### src/rtl/scanseq_pkg.sv
package scanseq_pkg;

    typedef enum logic [1:0] {
        SEQ_PARKED = 2'd0,
        SEQ_HEAD   = 2'd1,
        SEQ_BODY   = 2'd2
    } seq_state_e;

    localparam int CODE_W  = 3;
    localparam int CHAN_W  = 2;
    localparam int N_PAIRS = 2;

    function automatic logic code_legal(input logic [CODE_W-1:0] code);
        return code != '0;
    endfunction

    function automatic logic [CHAN_W-1:0] code_first(input logic [CODE_W-1:0] code);
        if (code[2])
            return code[1:0];
        else if (code == 3'd3)
            return 2'd2;
        else
            return 2'd0;
    endfunction

    function automatic logic [CHAN_W-1:0] code_last(input logic [CODE_W-1:0] code);
        if (code[2])
            return code[1:0];
        else if (code == 3'd2)
            return 2'd1;
        else if (code == 3'd0)
            return 2'd0;
        else
            return 2'd3;
    endfunction

endpackage

### src/rtl/scanseq_cfg.sv
module scanseq_cfg
    import scanseq_pkg::*;
#(
    parameter int              CFG_W      = 16,
    parameter int              EN_LSB     = 7,
    parameter int              AC_LSB     = 9,
    parameter logic [CODE_W-1:0] RESET_CODE = 3'b100
) (
    input  logic                clk,
    input  logic                rst_n,
    input  logic                cfg_wr,
    input  logic [CFG_W-1:0]    cfg_data,
    output logic [CODE_W-1:0]   scan_code,
    output logic [N_PAIRS-1:0]  pair_en,
    output logic [N_PAIRS-1:0]  pair_ac
);

    localparam int TOP_BIT = AC_LSB + N_PAIRS - 1;

    initial begin
        if (TOP_BIT >= CFG_W) $error("configuration word too narrow");
    end

    always_ff @(posedge clk or negedge rst_n) begin
        if (!rst_n)
            scan_code <= RESET_CODE;
        else if (cfg_wr)
            scan_code <= cfg_data[CODE_W-1:0];
    end

    for (genvar p = 0; p < N_PAIRS; p++) begin : g_pair
        always_ff @(posedge clk or negedge rst_n) begin
            if (!rst_n) begin
                pair_en[p] <= 1'b0;
                pair_ac[p] <= 1'b0;
            end else if (cfg_wr) begin
                pair_en[p] <= cfg_data[EN_LSB + p];
                pair_ac[p] <= cfg_data[AC_LSB + p];
            end
        end

        // control lines follow the written word one cycle later
        a_r2_pair_loaded: assert property (@(posedge clk) disable iff (!rst_n)
            cfg_wr |=> (pair_en[p] == $past(cfg_data[EN_LSB + p])) &&
                       (pair_ac[p] == $past(cfg_data[AC_LSB + p])));
    end

endmodule

### src/rtl/scanseq_fsm.sv
module scanseq_fsm
    import scanseq_pkg::*;
(
    input  logic               clk,
    input  logic               rst_n,
    input  logic               restart,
    input  logic [CODE_W-1:0]  next_code,
    input  logic [CODE_W-1:0]  cur_code,
    input  logic               conv_strobe,
    output logic [CHAN_W-1:0]  pos,
    output logic               take,
    output logic               at_head,
    output logic               parked
);

    seq_state_e        state_q, state_d;
    logic [CHAN_W-1:0] pos_d;
    logic [CHAN_W-1:0] first_c, last_c;

    assign first_c = code_first(cur_code);
    assign last_c  = code_last(cur_code);

    // next-state process
    always_comb begin
        state_d = state_q;
        pos_d   = pos;
        if (restart) begin
            if (code_legal(next_code)) begin
                state_d = SEQ_HEAD;
                pos_d   = code_first(next_code);
            end else begin
                state_d = SEQ_PARKED;
                pos_d   = '0;
            end
        end else begin
            unique case (state_q)
                SEQ_PARKED: begin
                    state_d = SEQ_PARKED;
                    pos_d   = '0;
                end
                SEQ_HEAD, SEQ_BODY: begin
                    if (conv_strobe) begin
                        if (pos == last_c) begin
                            state_d = SEQ_HEAD;
                            pos_d   = first_c;
                        end else begin
                            state_d = SEQ_BODY;
                            pos_d   = pos + 1'b1;
                        end
                    end
                end
                default: begin
                    state_d = SEQ_PARKED;
                    pos_d   = '0;
                end
            endcase
        end
    end

    // state register
    always_ff @(posedge clk or negedge rst_n) begin
        if (!rst_n) begin
            state_q <= SEQ_HEAD;
            pos     <= '0;
        end else begin
            state_q <= state_d;
            pos     <= pos_d;
        end
    end

    // output process
    always_comb begin
        take    = 1'b0;
        at_head = 1'b0;
        parked  = 1'b0;
        unique case (state_q)
            SEQ_PARKED: parked = 1'b1;
            SEQ_HEAD: begin
                at_head = 1'b1;
                take    = conv_strobe && !restart;
            end
            SEQ_BODY:   take = conv_strobe && !restart;
            default:    parked = 1'b1;
        endcase
    end

    // a parked sequencer sits on channel 0
    a_r7_parked_on_zero: assert property (@(posedge clk) disable iff (!rst_n)
        parked |-> pos == '0);

    // restart lands on the first channel of the incoming shape
    a_r8_restart_first: assert property (@(posedge clk) disable iff (!rst_n)
        restart && code_legal(next_code) |=> (pos == $past(code_first(next_code))) && at_head);

    // pointer never leaves the window of the active shape
    a_r4_pos_in_window: assert property (@(posedge clk) disable iff (!rst_n)
        !parked |-> (pos >= first_c) && (pos <= last_c));

endmodule

### src/rtl/scanseq_out.sv
module scanseq_out
    import scanseq_pkg::*;
#(
    parameter int DATA_W = 16
) (
    input  logic               clk,
    input  logic               rst_n,
    input  logic               take,
    input  logic               at_head,
    input  logic [CHAN_W-1:0]  pos,
    input  logic [N_PAIRS-1:0] pair_en,
    input  logic [DATA_W-1:0]  adc_in,
    output logic               conv_valid,
    output logic [CHAN_W-1:0]  conv_chan,
    output logic               conv_first,
    output logic [DATA_W-1:0]  conv_data
);

    logic [DATA_W-1:0] gated [N_PAIRS];

    for (genvar p = 0; p < N_PAIRS; p++) begin : g_gate
        assign gated[p] = pair_en[p] ? adc_in : '0;
    end

    always_ff @(posedge clk or negedge rst_n) begin
        if (!rst_n) begin
            conv_valid <= 1'b0;
            conv_chan  <= '0;
            conv_first <= 1'b0;
            conv_data  <= '0;
        end else begin
            conv_valid <= take;
            if (take) begin
                conv_chan  <= pos;
                conv_first <= at_head;
                conv_data  <= gated[pos[CHAN_W-1]];
            end
        end
    end

    // a record appears only after an accepted strobe
    a_r9_valid_after_take: assert property (@(posedge clk) disable iff (!rst_n)
        conv_valid |-> $past(take));

    // grounded pairs deliver zero
    a_r10_ground_pair0: assert property (@(posedge clk) disable iff (!rst_n)
        conv_valid && !conv_chan[1] && !$past(pair_en[0]) |-> conv_data == '0);
    a_r10_ground_pair1: assert property (@(posedge clk) disable iff (!rst_n)
        conv_valid && conv_chan[1] && !$past(pair_en[1]) |-> conv_data == '0);

endmodule

### src/rtl/scan_sequencer.sv
module scan_sequencer
    import scanseq_pkg::*;
#(
    parameter int DATA_W = 16,
    parameter int CFG_W  = 16
) (
    input  logic              clk,
    input  logic              rst_n,
    input  logic              cfg_wr,
    input  logic [CFG_W-1:0]  cfg_data,
    input  logic              fifo_reset,
    input  logic              conv_strobe,
    input  logic [DATA_W-1:0] adc_in,
    output logic [1:0]        chan_idx,
    output logic [1:0]        pair_en,
    output logic [1:0]        pair_ac,
    output logic              illegal_code,
    output logic              conv_valid,
    output logic [1:0]        conv_chan,
    output logic              conv_first,
    output logic [DATA_W-1:0] conv_data
);

    logic [CODE_W-1:0] code_q;
    logic [CODE_W-1:0] next_code;
    logic              restart;
    logic              take, at_head, parked;
    logic [CHAN_W-1:0] pos;

    assign restart   = cfg_wr || fifo_reset;
    assign next_code = cfg_wr ? cfg_data[CODE_W-1:0] : code_q;

    scanseq_cfg #(
        .CFG_W (CFG_W)
    ) u_cfg (
        .clk       (clk),
        .rst_n     (rst_n),
        .cfg_wr    (cfg_wr),
        .cfg_data  (cfg_data),
        .scan_code (code_q),
        .pair_en   (pair_en),
        .pair_ac   (pair_ac)
    );

    scanseq_fsm u_fsm (
        .clk         (clk),
        .rst_n       (rst_n),
        .restart     (restart),
        .next_code   (next_code),
        .cur_code    (code_q),
        .conv_strobe (conv_strobe),
        .pos         (pos),
        .take        (take),
        .at_head     (at_head),
        .parked      (parked)
    );

    scanseq_out #(
        .DATA_W (DATA_W)
    ) u_out (
        .clk        (clk),
        .rst_n      (rst_n),
        .take       (take),
        .at_head    (at_head),
        .pos        (pos),
        .pair_en    (pair_en),
        .adc_in     (adc_in),
        .conv_valid (conv_valid),
        .conv_chan  (conv_chan),
        .conv_first (conv_first),
        .conv_data  (conv_data)
    );

    assign chan_idx     = pos;
    assign illegal_code = parked;

    // an illegal code suppresses conversions
    a_r7_no_record_when_illegal: assert property (@(posedge clk) disable iff (!rst_n)
        illegal_code && !cfg_wr && !fifo_reset |=> !conv_valid);

    // a strobe coinciding with a restart is dropped
    a_r8_drop_on_restart: assert property (@(posedge clk) disable iff (!rst_n)
        restart |=> !conv_valid);

endmodule

### config.mk
export PLATFORM = sky130hd
export DESIGN_NAME = scan_sequencer
export DESIGN_NICKNAME = d
export VERILOG_FILES = /design/src/rtl/scanseq_pkg.sv /design/src/rtl/scanseq_cfg.sv /design/src/rtl/scanseq_fsm.sv /design/src/rtl/scanseq_out.sv /design/src/rtl/scan_sequencer.sv
export SDC_FILE = /design/constraint.sdc
export NUM_CORES = 1
export LEC_CHECK = 0
export BUFFER_PORTS_ARGS = -buffer_cell sky130_fd_sc_hd__buf_4
export CORE_ASPECT_RATIO = 0.75
export CORE_MARGIN = 1
export CORE_UTILIZATION = 50
export DETAILED_ROUTE_END_ITERATION = 8
export PLACE_DENSITY = 0.84
export RECOVER_POWER = 100
export SETUP_SLACK_MARGIN = 0.1
export SKIP_CTS_REPAIR_TIMING = 1
export SYNTH_ARGS = -nofsm -noshare
export SYNTH_HDL_FRONTEND = slang
export SYNTH_SLANG_ARGS = --single-unit
### constraint.sdc
create_clock -name clk -period 5.45 [get_ports clk]
set_input_delay 0 -clock clk [delete_from_list [all_inputs] [get_ports clk]]
set_output_delay 0 -clock clk [all_outputs]
set_load 0.05 [all_outputs]
### Word-level counts from Yosys, hierarchy flattened

Cells that the tools add are included.

* $add $sub $neg: 1
* shifts and indexed selects: 0
* div/mod/pow operators: 0
* bitwise operators: 1
* equality and inequality tests: 7
* reduce and logical (&&, ||, !) cells: 6
* multiplexer cells: 26
* $mul: 0
* magnitude comparators: 1

Operators by type and width (number)
* two-way mux 16 bit: 5
* two-way mux 2 bit: 16
* == test 3 x 2 -> 1 bit (second input constant): 3
* two-way mux 1 bit: 4
* zero test 3 bit: 1
* two-way mux 3 bit: 1
* inequality test 3 x 1 -> 1 bit (second input constant): 1
* nonzero test 3 bit: 1
* adder 2 x 1 -> 2 bit (second input constant): 1
* == test 2 x 1 -> 1 bit (second input constant): 1
* == test 2 bit: 1
* == test 2 bit (second input constant): 1
* greater-or-equal comparator 2 bit (second input constant): 1
* NOT 1 -> 2 bit: 1
* OR reduction 2 bit: 1
* logical AND 1 bit: 1
* zero test 1 bit: 1
* logical OR 1 bit: 1

* word-level logic and storage cells: 53
* memories kept: 0
* register bits after elaboration: 31
* output and inout bits: 27
* ROM bits: 0
* bits in latches: 0
* RAM bits: 0
* input bits: 37

### Logic depth before layout (Yosys ltp)

* depth in word-level cells: 9
* gate-level depth with buffers: 7
* depth with buffers taken out: 6

### Hierarchy

Synthesis repeated with hierarchy kept, for this count alone.

* cells, all modules: 141
* area, all modules: 1507.7 µm²

Modules (own cells, without submodules)
* scanseq_out: times used 1, cells an instance 77, area each 798.3 µm², sequential area each 500.5 µm²
* scanseq_fsm: times used 1, cells an instance 45, area each 376.6 µm², sequential area each 101.3 µm²
* scanseq_cfg: times used 1, cells an instance 15, area each 292.8 µm², sequential area each 176.4 µm²
* scan_sequencer: times used 1, cells an instance 4, area each 40.0 µm², sequential area each 0.0 µm²

### Worst setup path after synthesis

OpenSTA, ideal clock, no wires.

* kind: register to register
* start: reg u_fsm.state_q[0]
* end: reg u_out.conv_data[0]
* path slack: 3.468 ns
* arrival time: 1.850 ns
* library setup time: 0.132 ns
* cell stages (with the launch flop): 7
* data required time: 5.318 ns
* clock period less this slack: 1.982 ns
* buffers on the path: 1
* cell sequence: dfstp_2 ha_1 nor3_1 nand2_1 clkbuf_1 nand2_1 o21ai_1

* word-level cells in the longest chain between the ends: 3
* elaborated cells between the ends (all ways): 4
* those cells by class: eq/ne: 2; mux: 1; reduce/logical: 1

Ends and longest elaborated chain
* start: declaration: line scanseq_fsm.sv:16 `seq_state_e state_q, state_d;`
* start signal: assignment: line scanseq_fsm.sv:66 `state_q <= state_d;`
* == test 2 x 1 -> 1 bit / == test 2 bit (equally long branches): line scanseq_fsm.sv:76 `unique case (state_q)`
* OR reduction 2 bit (no source line) (*)
* two-way mux 1 bit (*)
* end signal: assignment: line scanseq_out.sv:36 `conv_data <= gated[pos[CHAN_W-1]];`
* end: declaration: line scanseq_out.sv:16 `output logic [DATA_W-1:0] conv_data`

Every way passes the cells marked *; elsewhere a longest branch is shown, timed or not.
A chain may end at the register's enable or synchronous reset.

### Worst setup path in the final report

* start: reg u_fsm.state_q[0]
* end: reg u_out.conv_first

* word-level cells in the longest chain between the ends: 3
* elaborated cells between the ends (all ways): 5
* those cells by class: eq/ne: 2; mux: 2; reduce/logical: 1

Ends and longest elaborated chain
* == test 2 x 1 -> 1 bit / == test 2 bit (equally long branches): line scanseq_fsm.sv:76
* OR reduction 2 bit (no source line)
* two-way mux 1 bit
* end signal: assignment: line scanseq_out.sv:35 `conv_first <= at_head;`
* end: declaration: line scanseq_out.sv:15 `output logic conv_first,`

Several ways; a longest one is shown, not always the timed one.

==> flow_metrics.py <==
metrics = {
    "sta": {
        "skew_ps": 5.75,
        "final_hold_viol_count": 0,
        "tightest_slew_ps": 1610,
        "setup_tns_ps": 0,
        "maxSlewViolCount": 32,
        "min_period_over_period_pct": 49.0,
        "relSlewSlack_pct": -7.25,
        "final-setup-viol-count": 0,
        "rsz0062_at_grt": "false",
        "timing.fmax_ghz": 0.374,
        "period_needed_ps": 2670,
    },
    "floorplanning": {
        "dieArea_mm2": 0.00312,
        "dieWidth_um": 64.1,
        "rows": 16,
        "core-area_mm2": 0.00268,
        "chipHeight_um": 48.6,
        "start_util_pct": 54.0,
        "ios": 64,
    },
    "yosys": {
        "synth_top_area_share_pct": 50.1,
        "yosys_warnings": 0,
        "synthArstFlopShare_pct": 100,
        "synthesis.nets": 182,
        "synth_cells": 144,
        "synth_common_cells": "39 x nand2_1, 29 x dfrtp_1, 17 x o21ai_1, 8 x mux2_2, 5 x clkbuf_1",
        "syn_area_mm2": 0.00145,
        "synth.area.top_cells": "dfrtp_1 50%, nand2_1 10%, mux2_2 6.2%, o21ai_1 5.9%, dfstp_2 3.6%",
        "synth.avg_cell_area_um2": 10.1,
        "synthDistinctLibCells": 36,
        "synth_edf_count": 0,
        "ys_seq_elements": 31,
        "synth-main-ff-cell": "dfrtp_1",
        "yosysSeqAreaShare_pct": 53.8,
        "yosysMostFrequentCell": "nand2_1",
        "synth_top_area_cell": "dfrtp_1",
    },
    "critical_path": {
        "critPathCaptureType": "flop",
        "crit_type": "flop to flop",
        "critPathSlowestCell": "nand2_1",
        "path_cells": "ha_1 -> nor3_1 -> nand2_1 -> mux2_1",
        "start_kind": "flop",
        "arrival_ps": 2830,
        "max_stage_delay_ps": 720,
        "cp_top_family": "simple AND/OR/NAND/NOR gates",
        "crit_buf_inv": 0,
        "cp_max_fo": 37,
        "critPathRequiredTime_ps": 5610,
    },
    "finish": {
        "diodes": 0,
        "drive_above_1_share_pct": 19.6,
        "final_core_util_pct": 76.2,
        "area_delta_synth_final_pct": 41.1,
        "finalNetCount": 256,
        "n_fill_cell": 201,
    },
    "global_route": {
        "grtUsageMet1_pct": 27.8,
        "grt_pass1_wl_um": 5460,
        "antenna_found_initial": 0,
        "grt_max_degree": 38,
        "use_met3_pct": 8.49,
        "busiest_layer": "met2",
        "grtUsageMet2_pct": 37.8,
        "grt_overflow": 0,
        "grt_pass1_vias": 1224,
        "grt_usage_pct": 23.6,
    },
    "power": {
        "comb_power_share_pct": 39.3,
        "peakVddDrop_mv": 0.275,
        "seq_power_share_pct": 38.4,
        "p_per_area_mw_per_mm2": 404,
        "p_clk_share_pct": 22.4,
        "p_leak_nw": 0.905,
        "swShare_pct": 44.7,
        "p_int_mw": 0.457,
        "p_switching_mw": 0.369,
    },
    "clock_network": {
        "clockBufferDepth": 2,
        "clock_latency_ps": 280,
        "htreeDepth": 2,
        "clock-sinks": 31,
        "root_buffer": "clkbuf_8",
        "clk_pin_slew_ps": 60,
        "cts_tree": "yes",
        "numCtsBuffers": 5,
    },
    "outcome": {
        "status": "finished, violations left",
        "violations": "max-capacitance violations, max-slew violations",
    },
    "route": {
        "drc": 0,
        "wl_per_cell_um": 16.3,
        "drt_wl_total_um": 4150,
        "via_per_inst": 5.47,
        "first_pass_iters": 6,
        "antenna_left": 0,
        "drtIter0Drc": 54,
        "vias": 1396,
    },
    "place": {
        "finalWeightedCongestion": 0.813,
        "dp_hpwl_um": 2280,
        "portBuffers": 54,
    },
    "worst_hold_path": {
        "hold_path_class": "input pin to flop",
    },
    "flow_run": {
        "max_cap_violations": 1,
    },
}
-- registers in the layout, indices dropped and copies added, names as in the netlist --
register	cells
u_out.conv_data	16
u_fsm.state_q	2
u_fsm.pos	2
u_out.conv_chan	2
u_cfg.pair_ac	2
u_cfg.pair_en	2
u_cfg.scan_code	3
u_out.conv_first	1
u_out.conv_valid	1
-- worst register-to-register path, stage by stage, from the launching register on --
cell     delay [ps]
dfstp_2         530
ha_1            280
nor3_1          430
nand2_1         720
mux2_1          590
-- final timing paths --
path	start	to	slack (ps)	cells after the start
max in group asynchronous	rst_n	u_fsm.state_q[1]$_DFFE_PN0P_	3820	2
worst min-delay path	adc_in[4]	u_out.conv_data[4]$_DFFE_PN0P_	0.5	3
worst min register to register	u_out.conv_chan[0]$_DFFE_PN0P_	u_out.conv_chan[0]$_DFFE_PN0P_	480	2
worst max register to register	u_fsm.state_q[0]$_DFFE_PN1P_	u_out.conv_first$_DFFE_PN0P_	2780	4
min in group asynchronous	rst_n	u_out.conv_data[4]$_DFFE_PN0P_	690	2
worst max-delay path	u_fsm.state_q[0]$_DFFE_PN1P_	u_out.conv_first$_DFFE_PN0P_	2780	4
-- metal layers --
layer	part of all wire, %	vias up
met5	0	-
met4	2.9	0
met3	6.4	16
met2	51	66
met1	39	672
li1	-	642
-- power by group through the flow --
stage / sequential [mW] / clock (mW) / combinational, mW
after floorplan: 0.464 / 0 / 0.0910
after global placement: 0.315 / 0 / 0.343
after detailed placement: 0.318 / 0 / 0.350
after CTS: 0.315 / 0.186 / 0.351
after global routing: 0.322 / 0.197 / 0.343
final: 0.317 / 0.185 / 0.324
-- metrics by stage --
step | area, um2 | hold WS [ps] | total power, mW | cells | setup slack [ps]
global route | 2040 | 29.5 | 0.862 | 255 | 2670
finish | 2040 | 0.519 | 0.826 | 255 | 2780
floorplan | 1450 | -296 | 0.555 | 144 | 3470
detailed placement | 1840 | -51.4 | 0.669 | 224 | 2930
CTS | 1930 | -357 | 0.852 | 232 | 2910
global placement | 1840 | -54.5 | 0.658 | 224 | 3030
-- placed cells by master (no fill, tap or decap), types with 3 or more instances in the layout --
master	n
nor3_1	3
dlygate4sd3_1	23
nand2_1	39
a21oi_1	4
clkbuf_1	29
o21ai_0	19
dfrtp_1	29
mux2_2	8
buf_4	25
clkbuf_8	6
-- logic make-up (layout without fill, tap and decap cells) --
| family | after synthesis | after routing | synth area share, % |
|---|---|---|---|
| and+or+nand+nor | 54 | 54 | 16.9 |
| AOI/OAI and AO/OA | 33 | 33 | 14.7 |
| DFF | 31 | 31 | 53.8 |
| buffers and inverters | 13 | 88 | 4.67 |
| muxes | 12 | 12 | 9.16 |
| adders and majority gates | 1 | 1 | 0.864 |
-- area by class of cell --
type	count	area, um2	area share, %
sequential	31	778	38.1
multi-input combinational	100	587	28.7
timing repair buffer	77	531	26.0
clock buffer	7	86.3	4.23
tap	36	45.0	2.20
inverter	3	11.3	0.551
clock inverter	1	5.00	0.245
No activity file was read; power rests on OpenSTA's default activity.
